$ cat src/rtl/updn_tmr_pkg.sv
package updn_tmr_pkg;
  localparam int TMR_W   = 10;
  localparam int TMR_SRC = 8;

  typedef enum logic [1:0] {
    LEN_FULL = 2'd0,
    LEN_M2   = 2'd1,
    LEN_M4   = 2'd2,
    LEN_M6   = 2'd3
  } len_e;

  // mask of active bits: full width shortened by two bits per len step
  function automatic logic [TMR_W-1:0] len_mask(input logic [1:0] len);
    logic [TMR_W-1:0] m;
    m = {TMR_W{1'b1}} >> (2 * int'(len));
    return m;
  endfunction
endpackage

$ cat src/rtl/updn_tmr_tick_sel.sv
module updn_tmr_tick_sel #(
  parameter int NSRC  = updn_tmr_pkg::TMR_SRC,
  localparam int SEL_W = $clog2(NSRC)
) (
  input  logic             run,
  input  logic [NSRC-1:0]  src_tick,
  input  logic [SEL_W-1:0] src_sel,
  output logic             tick
);
  logic [NSRC-1:0] hit;

  genvar gi;
  generate
    for (gi = 0; gi < NSRC; gi++) begin : g_src
      assign hit[gi] = src_tick[gi] && (src_sel == SEL_W'(gi));
    end
  endgenerate

  assign tick = run && (|hit);
endmodule

$ cat src/rtl/updn_tmr_core.sv
module updn_tmr_core #(
  parameter int W = updn_tmr_pkg::TMR_W
) (
  input  logic         clk,
  input  logic         rst_n,
  input  logic         tick,
  input  logic         load,
  input  logic         up,
  input  logic [W-1:0] act_mask,
  input  logic [W-1:0] load_val,
  output logic [W-1:0] count,
  output logic [W-1:0] nxt,
  output logic         step_ev,
  output logic         reload_ev,
  output logic         zero_ev
);
  logic [W-1:0] cnt_q;
  logic [W-1:0] cur;
  logic [W-1:0] step;
  logic         at_top;
  logic         at_zero;

  assign cur     = cnt_q & act_mask;
  assign step    = act_mask[0] ? W'(1) : W'(2);
  assign at_top  = (cur == act_mask);
  assign at_zero = (cur == '0);

  always_comb begin
    nxt       = cur;
    reload_ev = 1'b0;
    if (up) begin
      if (at_top) begin
        nxt       = '0;
        reload_ev = 1'b1;
      end else begin
        nxt = (cur + step) & act_mask;
      end
    end else begin
      if (at_zero) begin
        nxt       = load_val & act_mask;
        reload_ev = 1'b1;
      end else begin
        nxt = (cur - step) & act_mask;
      end
    end
  end

  assign step_ev = tick && !load;
  assign zero_ev = step_ev && (nxt == '0) && (up || !reload_ev);

  always_ff @(posedge clk or negedge rst_n) begin
    if (!rst_n)       cnt_q <= '0;
    else if (load)    cnt_q <= load_val & act_mask;
    else if (tick)    cnt_q <= nxt;
  end

  assign count = cur;
endmodule

$ cat src/rtl/updn_tmr_cmp_pwm.sv
module updn_tmr_cmp_pwm #(
  parameter int W = updn_tmr_pkg::TMR_W
) (
  input  logic         clk,
  input  logic         rst_n,
  input  logic         step_ev,
  input  logic         reload_ev,
  input  logic         zero_ev,
  input  logic [W-1:0] nxt,
  input  logic [W-1:0] cmp_val,
  input  logic [W-1:0] cmp_mask,
  input  logic         pwm_en,
  output logic         irq_cmp,
  output logic         irq_zero,
  output logic         pwm_out
);
  logic match;
  logic cmp_is_zero;
  logic pwm_q;

  assign cmp_is_zero = ((cmp_val & cmp_mask) == '0);
  assign match       = step_ev && (((nxt ^ cmp_val) & cmp_mask) == '0);

  always_ff @(posedge clk or negedge rst_n) begin
    if (!rst_n) begin
      irq_cmp  <= 1'b0;
      irq_zero <= 1'b0;
      pwm_q    <= 1'b0;
    end else begin
      irq_cmp  <= match;
      irq_zero <= zero_ev;
      if (match || cmp_is_zero)       pwm_q <= 1'b0;
      else if (step_ev && reload_ev)  pwm_q <= 1'b1;
    end
  end

  assign pwm_out = pwm_q && pwm_en;
endmodule

$ cat src/rtl/updn_pwm_timer.sv
module updn_pwm_timer
  import updn_tmr_pkg::*;
#(
  parameter int W    = TMR_W,
  parameter int NSRC = TMR_SRC,
  localparam int SEL_W = $clog2(NSRC)
) (
  input  logic             clk,
  input  logic             rst_n,
  input  logic             run,
  input  logic [NSRC-1:0]  src_tick,
  input  logic [SEL_W-1:0] src_sel,
  input  logic             count_up,
  input  logic [1:0]       len_sel,
  input  logic             skip_lsb,
  input  logic             cmp_full,
  input  logic [W-1:0]     load_val,
  input  logic             load_stb,
  input  logic [W-1:0]     cmp_val,
  input  logic             pwm_en,
  output logic [W-1:0]     count,
  output logic             irq_cmp,
  output logic             irq_zero,
  output logic             pwm_out
);
  logic [W-1:0] width_mask;
  logic [W-1:0] lsb_keep;
  logic [W-1:0] act_mask;
  logic [W-1:0] cmp_mask;
  logic [W-1:0] nxt;
  logic         tick;
  logic         step_ev;
  logic         reload_ev;
  logic         zero_ev;

  assign width_mask = {W{1'b1}} >> (2 * int'(len_sel));
  assign lsb_keep   = ~{{(W-1){1'b0}}, skip_lsb};
  assign act_mask   = width_mask & lsb_keep;
  assign cmp_mask   = (cmp_full ? {W{1'b1}} : width_mask) & lsb_keep;

  updn_tmr_tick_sel #(.NSRC(NSRC)) u_sel (
    .run      (run),
    .src_tick (src_tick),
    .src_sel  (src_sel),
    .tick     (tick)
  );

  updn_tmr_core #(.W(W)) u_core (
    .clk       (clk),
    .rst_n     (rst_n),
    .tick      (tick),
    .load      (load_stb),
    .up        (count_up),
    .act_mask  (act_mask),
    .load_val  (load_val),
    .count     (count),
    .nxt       (nxt),
    .step_ev   (step_ev),
    .reload_ev (reload_ev),
    .zero_ev   (zero_ev)
  );

  updn_tmr_cmp_pwm #(.W(W)) u_cmp (
    .clk       (clk),
    .rst_n     (rst_n),
    .step_ev   (step_ev),
    .reload_ev (reload_ev),
    .zero_ev   (zero_ev),
    .nxt       (nxt),
    .cmp_val   (cmp_val),
    .cmp_mask  (cmp_mask),
    .pwm_en    (pwm_en),
    .irq_cmp   (irq_cmp),
    .irq_zero  (irq_zero),
    .pwm_out   (pwm_out)
  );
endmodule

$ cat config.mk
export PLATFORM = sky130hd
export DESIGN_NAME = updn_pwm_timer
export DESIGN_NICKNAME = d
export VERILOG_FILES = /design/src/rtl/updn_tmr_pkg.sv /design/src/rtl/updn_tmr_tick_sel.sv /design/src/rtl/updn_tmr_core.sv /design/src/rtl/updn_tmr_cmp_pwm.sv /design/src/rtl/updn_pwm_timer.sv
export SDC_FILE = /design/constraint.sdc
export NUM_CORES = 1
export LEC_CHECK = 0
export CAP_MARGIN = 20
export CORE_MARGIN = 5
export CORE_UTILIZATION = 35
export CTS_BUF_LIST = sky130_fd_sc_hd__clkbuf_8 sky130_fd_sc_hd__clkbuf_16
export CTS_CLUSTER_SIZE = 30
export DETAILED_ROUTE_END_ITERATION = 8
export DONT_BUFFER_PORTS = 1
export GPL_ROUTABILITY_DRIVEN = 1
export PLACE_DENSITY = 0.51
export SLEW_MARGIN = 20
export SYNTH_ARGS = -nofsm -noshare
export SYNTH_HDL_FRONTEND = slang
export SYNTH_SLANG_ARGS = --single-unit
$ cat constraint.sdc
create_clock -name clk -period 3.4 [get_ports clk]
set_input_delay 0.68 -clock clk [delete_from_list [all_inputs] [get_ports clk]]
set_output_delay 0.68 -clock clk [all_outputs]
set_load 0.005 [all_outputs]
# Yosys cells after proc, flatten, opt, wreduce, memory -nomap -nowiden
# Index checks and enable logic that the tools add are counted.
totals:
  register_bits: 13
  input_bits: 41
  output_inout_bits: 13
  word_cells: 64
classes:
  add_sub_neg: 2
  eq_ne: 8
  shifts: 1
  mux: 12
  bitwise: 10
  reduce_logical: 27
ops:
  columns: ["operator", "count"]
  rows:
  - ["$and A10 B10 Y10", 8]
  - ["$mux W10", 6]
  - ["$logic_not A10 Y1", 4]
  - ["$logic_and A1 B1 Y1", 15]
  - ["$eq A3 B3 Y1 const B", 4]
  - ["$add A10 B10 Y10", 1]
  - ["$eq A10 B10 Y1", 1]
  - ["$not A1 Y10", 1]
  - ["$shr A10 B3 Y10 const A", 1]
  - ["$sub A10 B10 Y10", 1]
  - ["$xor A10 B10 Y10", 1]
  - ["$reduce_or A8 Y1", 1]
  - ["$eq A3 B2 Y1 const B", 2]
  - ["$mux W1", 5]
  - ["$reduce_bool A2 Y1", 2]
  - ["$eq A3 B1 Y1 const B", 1]
  - ["$logic_not A3 Y1", 1]
  - ["$logic_not A1 Y1", 2]
  - ["$logic_or A1 B1 Y1", 2]
  - ["$mux W2", 1]

# Longest topological paths before layout
# Gate-level depths: netlist of the first run.
logic_depth:
  ltp_word: 13
  mapped_depth: 11
  mapped_depth_nobuf: 11

# Modules after synthesis
# Synthesis of the first run repeated with hierarchy kept, for this count alone.
hier_totals:
  cells_unflattened: 224
  area_unflattened_um2: 1707.9
by_module_without_submodules:
  columns: ["mod", "instances", "cells_per_inst", "area_per_inst_um2", "seq_area_each_um2"]
  rows:
  - ["updn_tmr_core", 1, 177, 1310.0, 250.2]
  - ["updn_tmr_cmp_pwm", 1, 32, 286.5, 75.1]
  - ["updn_tmr_tick_sel", 1, 7, 71.3, 0.0]
  - ["updn_pwm_timer", 1, 8, 40.0, 0.0]

# Least setup slack after synthesis of the first run
# OpenSTA, ideal clock, no wires.
synth_path:
  path_kind: "in2reg"
  startpoint: "in skip_lsb"
  endpoint: "reg u_cmp.pwm_q"
  setup_ns: 0.128
  arrival_time_ns: 2.809
  t_required_ns: 3.272
  path_slack_ns: 0.463
  stages: 10
  n_path_buf: 0
  cell_sequence: "nor2_1 inv_1 fa_1 nor3_1 a22oi_1 a2111oi_4 or3_1 nand4bb_1 nor4b_2 a21oi_1"
synth_via:
  elab_chain_len: 13
  elab_cells_between_ends: 28
  classes_between: "2 x add/sub; 1 x eq/ne; 8 x mux; 10 x bitwise; 7 x reduce/logical"
synth_lines:
  columns: ["element", "line", "text"]
  rows:
  - ["from (decl)", "updn_pwm_timer.sv:15", "input logic skip_lsb,"]
  - ["$not A1 Y10 *", "updn_pwm_timer.sv:37", "assign lsb_keep = ~{{(W-1){1'b0}}, skip_lsb};"]
  - ["$and A10 B10 Y10", "updn_pwm_timer.sv:38", "assign act_mask = width_mask & lsb_keep;"]
  - ["$and A10 B10 Y10 / $mux W2 (equally long branches)", "updn_tmr_core.sv:23, updn_tmr_core.sv:24", null]
  - ["$sub A10 B10 Y10 / $add A10 B10 Y10 (equally long branches)", "updn_tmr_core.sv:43, updn_tmr_core.sv:36", null]
  - ["$and A10 B10 Y10, on equally long branches", "updn_tmr_core.sv:43, updn_tmr_core.sv:36", null]
  - ["$mux W10, on equally long branches", "updn_tmr_core.sv:39, updn_tmr_core.sv:32", null]
  - ["$mux W10", "updn_tmr_core.sv:31", "if (up) begin"]
  - ["$xor A10 B10 Y10", "updn_tmr_cmp_pwm.sv:22", "assign match = step_ev && (((nxt ^ cmp_val) & cmp_mask) == '0);"]
  - ["$and A10 B10 Y10", "updn_tmr_cmp_pwm.sv:22", null]
  - ["$logic_not A10 Y1", "updn_tmr_cmp_pwm.sv:22", null]
  - ["$logic_and A1 B1 Y1", "updn_tmr_cmp_pwm.sv:22", null]
  - ["$logic_or A1 B1 Y1", "updn_tmr_cmp_pwm.sv:32", "if (match || cmp_is_zero) pwm_q <= 1'b0;"]
  - ["$mux W1 / $reduce_bool A2 Y1 (equally long branches)", null, null]
  - ["to (signal assigned)", "updn_tmr_cmp_pwm.sv:28", "pwm_q <= 1'b0;"]
  - ["to (signal assigned)", "updn_tmr_cmp_pwm.sv:32", null]
  - ["to (signal assigned)", "updn_tmr_cmp_pwm.sv:33", "else if (step_ev && reload_ev) pwm_q <= 1'b1;"]
  - ["to (decl)", "updn_tmr_cmp_pwm.sv:19", "logic pwm_q;"]
# Every way passes the cells marked *; elsewhere a longest branch is shown, timed or not.
# A chain may end at the register's enable or synchronous reset.

# Final worst setup path of the first run
layout_path:
  startpoint: "reg u_core.cnt_q[0]"
  endpoint: "reg u_cmp.pwm_q"
layout_via:
  elab_chain_len: 11
  elab_cells_between_ends: 21
  classes_between: "2 x add/sub; 1 x eq/ne; 7 x mux; 5 x bitwise; 6 x reduce/logical"
layout_lines:
  columns: ["element", "line", "text"]
  rows:
  - ["from (decl)", "updn_tmr_core.sv:17", "logic [W-1:0] cnt_q;"]
  - ["from (signal assigned)", "updn_tmr_core.sv:53", "else if (load) cnt_q <= load_val & act_mask;"]
  - ["from (signal assigned)", "updn_tmr_core.sv:54", "else if (tick) cnt_q <= nxt;"]
  - ["$and A10 B10 Y10 *", "updn_tmr_core.sv:23", "assign cur = cnt_q & act_mask;"]
  - ["$sub A10 B10 Y10 / $add A10 B10 Y10 (equally long branches)", "updn_tmr_core.sv:43, updn_tmr_core.sv:36", null]
  - ["$and A10 B10 Y10, on equally long branches", "updn_tmr_core.sv:43, updn_tmr_core.sv:36", null]
  - ["$mux W10, on equally long branches", "updn_tmr_core.sv:39, updn_tmr_core.sv:32", null]
  - ["$mux W10", "updn_tmr_core.sv:31", null]
  - ["$xor A10 B10 Y10", "updn_tmr_cmp_pwm.sv:22", null]
  - ["$and A10 B10 Y10", "updn_tmr_cmp_pwm.sv:22", null]
  - ["$logic_not A10 Y1", "updn_tmr_cmp_pwm.sv:22", null]
  - ["$logic_and A1 B1 Y1", "updn_tmr_cmp_pwm.sv:22", null]
  - ["$logic_or A1 B1 Y1", "updn_tmr_cmp_pwm.sv:32", null]
  - ["$mux W1 / $reduce_bool A2 Y1 (equally long branches)", null, null]
# Marked as above.

==> results.md, run 1 <==
- Instance count after placement with tap cells included: 309
- Antenna diode count: 0
- Total power density per cell area: ~340 nW/um^2
- Overflow after GRT: 0
- Cell type of the slowest stage on the worst timing path: dfrtp_1
- Drt initial violations: between 100 and 150
- Pin count of the biggest net entering global routing: 23
- Ratio of final minimum period to clock period: between 80% and 90%
- Remaining max-slew budget at the tightest pin: around 50%
- Leakage power figure: roughly 0.8 nW
- Chip height: roughly 84 um
- Combined area of all synthesized cells: between 1500 and 2000 sq um
- Top cell type's share of synthesized area: 17.0%
- Synth area leaders: dfrtp_1, o21ai_0, mux2i_1, nor2_1, xnor2_1
- Max IR drop VDD: about 0.14 mV
- Post-synthesis cell count: around 250
- Cell row count: 27
- Most frequent cells in the layout: nor2_1, o21ai_0, nand2_1
- Setup Skew: 6.26 ps
- Area growth from synthesis to final layout: 5.55%
- Port-buffer cells: 0
- Setup-failing EPs final: 0
- Number of global-route vias before repair: roughly 2000
- Full die area: between 7000 and 8000 sq um
- Non-Filler Instances: roughly 310
- Worst R2R Path Depth: 12
- Buffers inserted during post-CTS setup optimization: 0
- Setup crit start kind: register
- Number of buffers added by the clock tree synthesis step: 3
- Slowest cell delay on critical path: ~440 ps
- Run status: complete, no violations
- Max-Cap Viols: 0
- Via count: around 1900
- Count of instances resized after the clock tree is built: 0
- Pwr Total: a little under 0.7 mW
- Detailed-route wire length: roughly 6500 um
- Number of buffers added to fix hold violations after cts: 0
- Setup repair after global routing missed its margin: no
- Share of layout cells above drive strength 1: roughly an eighth
- RD Place Congestion: 0.897
- Via density per instance: approximately 6.0
- Reg2Reg Launch Point: u_core.cnt_q[0]
- Final core utilization: a little under two fifths
- Reg-to-reg critical path endpoint: u_cmp.pwm_q
- EDFF count, synth: 0
- Core ar.: ~5400 sq um
- Leading cell type in the layout, fill and taps excluded: nor2_1
- Count of warnings emitted by yosys: 0
- Antenna violations before repair: 0
- Count of fill cells added during filler insertion: slightly below 600
- Summed negative setup slack over all endpoints: 0 ps
- Number of unique standard cell types used by synthesis: 68
- Syn Area/Cell: ~8 sq um
- Number of nets in the synthesized netlist: 290
- Clock transition at path regs: ~70 ps
- Initial core utilization: a little over a third
- Crit Path Class: register to register
- Data required time at the worst endpoint: approximately 3500 ps
- Hold violation count in the final report: 0
- Top Ports: 54
- Endpoint type of the worst setup path: register
- Residual antenna-violating net count after detailed routing: 0
- Shortest clock period the worst path allows after layout: ~2900 ps
- Sequential fraction of the synthesis area: 17.0%
- Global-route wire length before repair: ~10000 um
- Maximum clock frequency: about 340 MHz
- Number of nets in the finished design: between 200 and 300
- Clock latency of the later-clocked register in the worst-skew pair: ~260 ps
- Root Driver: clkbuf_8
- Clock tree from TritonCTS: yes
- Die extent in x: 84.0 um
- Flop and latch count out of synthesis: 13
- Final Slew Violations: 0
- Global routing usage summed across all routing layers: between 10% and 20%
- Slack of the worst reg-to-reg path: between 400 and 500 ps
- Detailed Routing Iterations Pass 1: 4
- Class of the worst hold path: input port to asynchronous set/reset pin
- Share of flip-flops with an asynchronous set or reset after synthesis: 100%
- CTS sink count: 13
- Critical path arrival: 3080 ps
- Top FF cell, synth: dfrtp_1
- Post-detail-place hpwl: 5150 um
- Transition at the pin with the smallest max-transition slack: about 750 ps
- Number of buffers on the longest clock path: 2
- Maximum fanout count along the critical path: 6
- Top cell type by total area after synthesis: dfrtp_1
- Critical path cell sequence: nor2_1 -> inv_1 -> fa_1 -> nor3_1 -> buf_4 -> nor3b_1 -> a211oi_1 -> o22ai_1 -> xnor2_1 -> o2111ai_1 -> nor4b_2 -> a21oi_1
- Wire per inst: 20.9 um
- DR DRC count: 0
- H-tree levels: 1
## synthesized netlist by cell type (all sizes together) (3+ instances only)
cell / count
mux2i: 9
and2: 6
a22oi: 3
nand2: 18
buf: 13
inv: 8
clkbuf: 5
dfrtp: 13
o21ai: 20
a2111oi: 4
a211oi: 4
nor2: 22
xor2: 8
o31ai: 5
and3: 3
or2: 3
xnor2: 9
nand3: 12
nor4: 4
nor3: 8
a21oi: 12
nand2b: 5
nor3b: 4
o211ai: 4
## worst max-delay path: cells and delay by family (launching register included)
family,cells,cell delay [ps]
AND/OR/NAND/NOR,4,770
AO/OA/AOI/OAI,4,730
flip-flops,1,440
adder cells (fa/ha/maj),1,420
buffers and inverters,2,270
XOR/XNOR,1,190
## layer usage
metal / up-vias / part of all wire, % / track usage [%]
li1: 895 / - / -
met1: 883 / 45 / 24.9
met2: 90 / 44 / 29.6
met3: 10 / 9.5 / 4.74
met4: 0 / 1.4 / 4.39
met5: - / 0 / 0
## sequential cells by signal (all words and copies together), names as in the netlist
signal and cells:
u_cmp.irq_cmp 1, u_cmp.irq_zero 1, u_core.cnt_q 10, u_cmp.pwm_q 1
## power breakdown
part | internal, mW | switching [mW] | leakage [nW] | total (mW)
logic | 0.144 | 0.189 | 0.602 | 0.333
clock network | 0.0803 | 0.0747 | 0.0269 | 0.155
registers | 0.172 | 0.0269 | 0.169 | 0.199
total | 0.396 | 0.290 | 0.798 | 0.687
## worst max-delay path by stage
stage / to / slack, ps / startpoint
finish: u_cmp.pwm_q / 460 / u_core.cnt_q[0]
CTS: u_cmp.irq_cmp / 480 / u_core.cnt_q[0]
floorplan: u_cmp.pwm_q / 460 / skip_lsb
global placement: u_cmp.pwm_q / 250 / skip_lsb
global route: u_cmp.pwm_q / 210 / u_core.cnt_q[0]
detailed placement: u_cmp.irq_cmp / 260 / skip_lsb
## cell type report
cell class / count / area [sq um] / share of cell area, %
Timing Repair Buffer: 10 / 75.1 / 3.71
Multi-Input combinational cell: 206 / 1460 / 72.0
Tap cell: 72 / 90.1 / 4.46
Clock buffer: 3 / 41.3 / 2.04
Clock inverter: 1 / 3.75 / 0.186
Sequential cell: 13 / 325 / 16.1
Inverter: 8 / 30.0 / 1.49
## through the flow
| step | setup WS (ps) | hold slack, ps | cell area, sq um |
|---|---|---|---|
| 6_report | 458 | 109 | 2020 |
| 5_1_grt | 211 | 106 | 2020 |
| 4_1_cts | 477 | 110 | 2020 |
| 3_5_place_dp | 263 | 385 | 1980 |
| 3_3_place_gp | 251 | 385 | 1980 |
| 2_1_floorplan | 463 | 384 | 1920 |
## cells by family (layout without fill, tap and decap cells)
group / count (synthesis) / in the layout / synth area share (%)
AND/OR/NAND/NOR: 100 / 100 / 29.9
buffers and inverters: 26 / 22 / 6.99
flip-flops: 13 / 13 / 17.0
XOR/XNOR: 17 / 17 / 7.77
AO/OA/AOI/OAI: 73 / 73 / 27.3
adder cells (fa/ha/maj): 4 / 4 / 3.40
multiplexers: 12 / 12 / 7.64
No activity file was read; power rests on OpenSTA's default activity.
==> inputs of run 2 (changes only) <==
ABC_AREA = 1   (was unset)
HOLD_SLACK_MARGIN = 0.06   (was unset)
==> results.md, run 2 <==
- Antenna violations before repair: 0
- Setup repair after global routing missed its margin: no
- Antenna diode count: 0
- Dominant cell by count in the synthesized netlist: nand2_1
- Die extent in x: 84.2 um
- Combinational family with the most area after synthesis: simple AND/OR/NAND/NOR gates
- Data required time at the worst endpoint: between 3000 and 4000 ps
- Combined area of all synthesized cells: slightly below 2000 sq um
- Hold violation count in the final report: 0
- Post-detail-place hpwl: approximately 5400 um
- Flip-flop count of the largest register, all copies and words added: 10
- Final Slew Violations: 0
- Number of buffers on the longest clock path: 2
- Global-route wire length before repair: about 11000 um
- Critical path arrival: around 2600 ps
- Root Driver: clkbuf_8
- Met1 GRT Util: approximately 26%
- Full die area: ~7100 sq um
- Top FF cell, synth: dfrtp_1
- Leakage power figure: between 1 and 1.5 nW
- Number of nets in the finished design: roughly 380
- Sequential fraction of the synthesis area: 16.9%
- Endpoint type of the worst setup path: register
- Chip height: roughly 84 um
- Area share of and/or/nand/nor cells after synthesis: between 50% and 60%
- Number of buffers added by the clock tree synthesis step: 3
- Number of global-route vias before repair: about 2100
- EDFF count, synth: 0
- Leading cell type in the layout, fill and taps excluded: nand2_1
- Pin count of the biggest net entering global routing: 14
- Number of buffers added to fix hold violations after cts: 0
- Top cell type's share of synthesized area: roughly a fifth
- Flop and latch count out of synthesis: 13
- Synth area leaders: nand2_1, dfrtp_1, nand3_1, inv_1, nor2_1
- Top cells by instance count after synthesis: nand2_1, inv_1, nand3_1
- Max IR drop VDD: around 0.13 mV
- Remaining max-slew budget at the tightest pin: roughly three fifths
- Port-buffer cells: 0
- Shortest clock period the worst path allows after layout: 2500 ps
- Most frequent cells in the layout: nand2_1, inv_1, nand3_1
- Global route hottest layer: met2
- Setup Skew: 4.92 ps
- Via density per instance: 5.38
- Number of nets in the synthesized netlist: a little under 400
- CP delay by family, top: simple AND/OR/NAND/NOR gates
- Worst Hold Slack: 116 ps
- Share of flip-flops with an asynchronous set or reset after synthesis: 100%
- Residual antenna-violating net count after detailed routing: 0
- Xor/xnor cell area share of the yosys netlist: about 2.3%
- Clock transition at path regs: 70 ps
- Fraction of the mapped netlist area in adder cells: under 10%
- Detailed Routing Iterations Pass 1: 4
- Top cell type by total area after synthesis: nand2_1
- Compound-gate portion of the synthesized area: 9.94%
- Summed negative setup slack over all endpoints: 0 ps
- Core ar.: 5440 sq um
- Maximum fanout count along the critical path: 4
- Initial core utilization: a little over a third
- Count of warnings emitted by yosys: 0
- Drt initial violations: approximately 130
- Met2 Usage GRT: 30.3%
- Clock latency of the later-clocked register in the worst-skew pair: around 250 ps
- Max-Cap Viols: 0
- Number of unique standard cell types used by synthesis: 33
- Top Ports: 54
- Setup-failing EPs final: 0
- DR DRC count: 0
- Wire per inst: 16.2 um
- Clock tree from TritonCTS: yes
- Syn Area/Cell: 5.65 sq um
- Crit Path Class: register to register
- Post-synthesis cell count: approximately 340
- Count of buffer and inverter cells on the critical path: 3
- Buffers inserted during post-CTS setup optimization: 0
- Class of the worst hold path: input port to asynchronous set/reset pin
- Total power density per cell area: approximately 310 nW/um^2
- Cell row count: 27
- Largest reg by FF count: u_core.cnt_q
- RD Place Congestion: around 0.88
- Detailed-route wire length: 6620 um
- CTS sink count: 13
- Transition at the pin with the smallest max-transition slack: approximately 570 ps
- Global routing usage summed across all routing layers: between 10% and 20%
- Slowest cell delay on critical path: approximately 390 ps
- Maximum clock frequency: 400 MHz
- Met3 track utilization from global routing: 5.20%
- Crit-path most repeated cell: nand2_1
- Multiplexer area fraction after synthesis: 0%
- Via count: 2200
- Ratio of final minimum period to clock period: about three quarters
- Setup crit start kind: register
- Run status: complete, no violations
- Area growth from synthesis to final layout: 4.61%
- Count of instances resized after the clock tree is built: 0
- Cell type of the slowest stage on the worst timing path: dfrtp_1
- Share of layout cells above drive strength 1: 5.34%
- Critical path cell sequence: inv_1 -> nor2_1 -> fa_1 -> nand2_1 -> nor2_1 -> nand3_1 -> nand2_1 -> nand2_1 -> nand2_1 -> nand3_2 -> nand2_1 -> nand2_1 -> inv_1 -> nand2_1 -> nand2_1 -> nand3_1 -> nand2_1 -> inv_1
- H-tree levels: 1
- Overflow after GRT: 0
run 2: changes by cell type after synthesis, moves of 11 or more:
cell | previous run | this run
inv_1 | 8 | 60
nand4_1 | 2 | 16
nand2_1 | 17 | 105
nand3_1 | 12 | 50
a21oi_1 | 12 | 1
run 2: cell type report:
type / count / area (sq um)
timing repair buffer: 1 / 7.51
fill: 636 / 3420
clock buffer: 3 / 41.3
sequential: 13 / 325
inverter: 62 / 233
multi-input combinational: 257 / 1310
clock inverter: 1 / 3.75
tap: 72 / 90.1
run 2: path summary, 6_finish.rpt:
check | from | endpoint | slack, ps | depth (start not counted)
hold / removal | rst_n | u_core.cnt_q[1] | 120 | 0
min in group clk | load_val[8] | u_core.cnt_q[8] | 580 | 2
hold reg to reg | u_core.cnt_q[8] | u_core.cnt_q[8] | 620 | 2
max in group asynchronous | rst_n | u_core.cnt_q[9] | 3210 | 0
setup / recovery | u_core.cnt_q[0] | u_cmp.pwm_q | 900 | 18
setup reg to reg | u_core.cnt_q[0] | u_cmp.pwm_q | 900 | 18
run 2: kinds of logic (layout without fill, tap and decap cells):
family | after synthesis | count (layout)
AND/OR/NAND/NOR | 219 | 219
buffers and inverters | 71 | 67
AO/OA/AOI/OAI | 29 | 29
flip-flops | 13 | 13
XOR/XNOR | 5 | 5
adder cells (fa/ha/maj) | 4 | 4
run 2: where the power goes:
part / switching [mW] / internal (mW)
sequential: 0.0293 / 0.171
combinational: 0.184 / 0.0962
clock: 0.0677 / 0.0800
total: 0.281 / 0.348
run 2: metal layers:
layer	vias up	routed length [um]
met5	-	0
met4	0	137
met3	14	656
met2	88	3000
met1	1001	2830
li1	1097	-
run 2: metrics by stage:
stage / cell area, sq um / worst slack [ps] / util, % / std cells / total power [mW]
finish: 2010 / 901 / 37.0 / 409 / 0.628
global route: 2010 / 577 / 37.0 / 409 / 0.693
CTS: 2010 / 936 / 37.0 / 409 / 0.633
detailed placement: 1970 / 688 / 36.2 / 405 / 0.483
global placement: 1970 / 730 / 36.2 / 405 / 0.485
floorplan: 1930 / 936 / - / 341 / 0.428
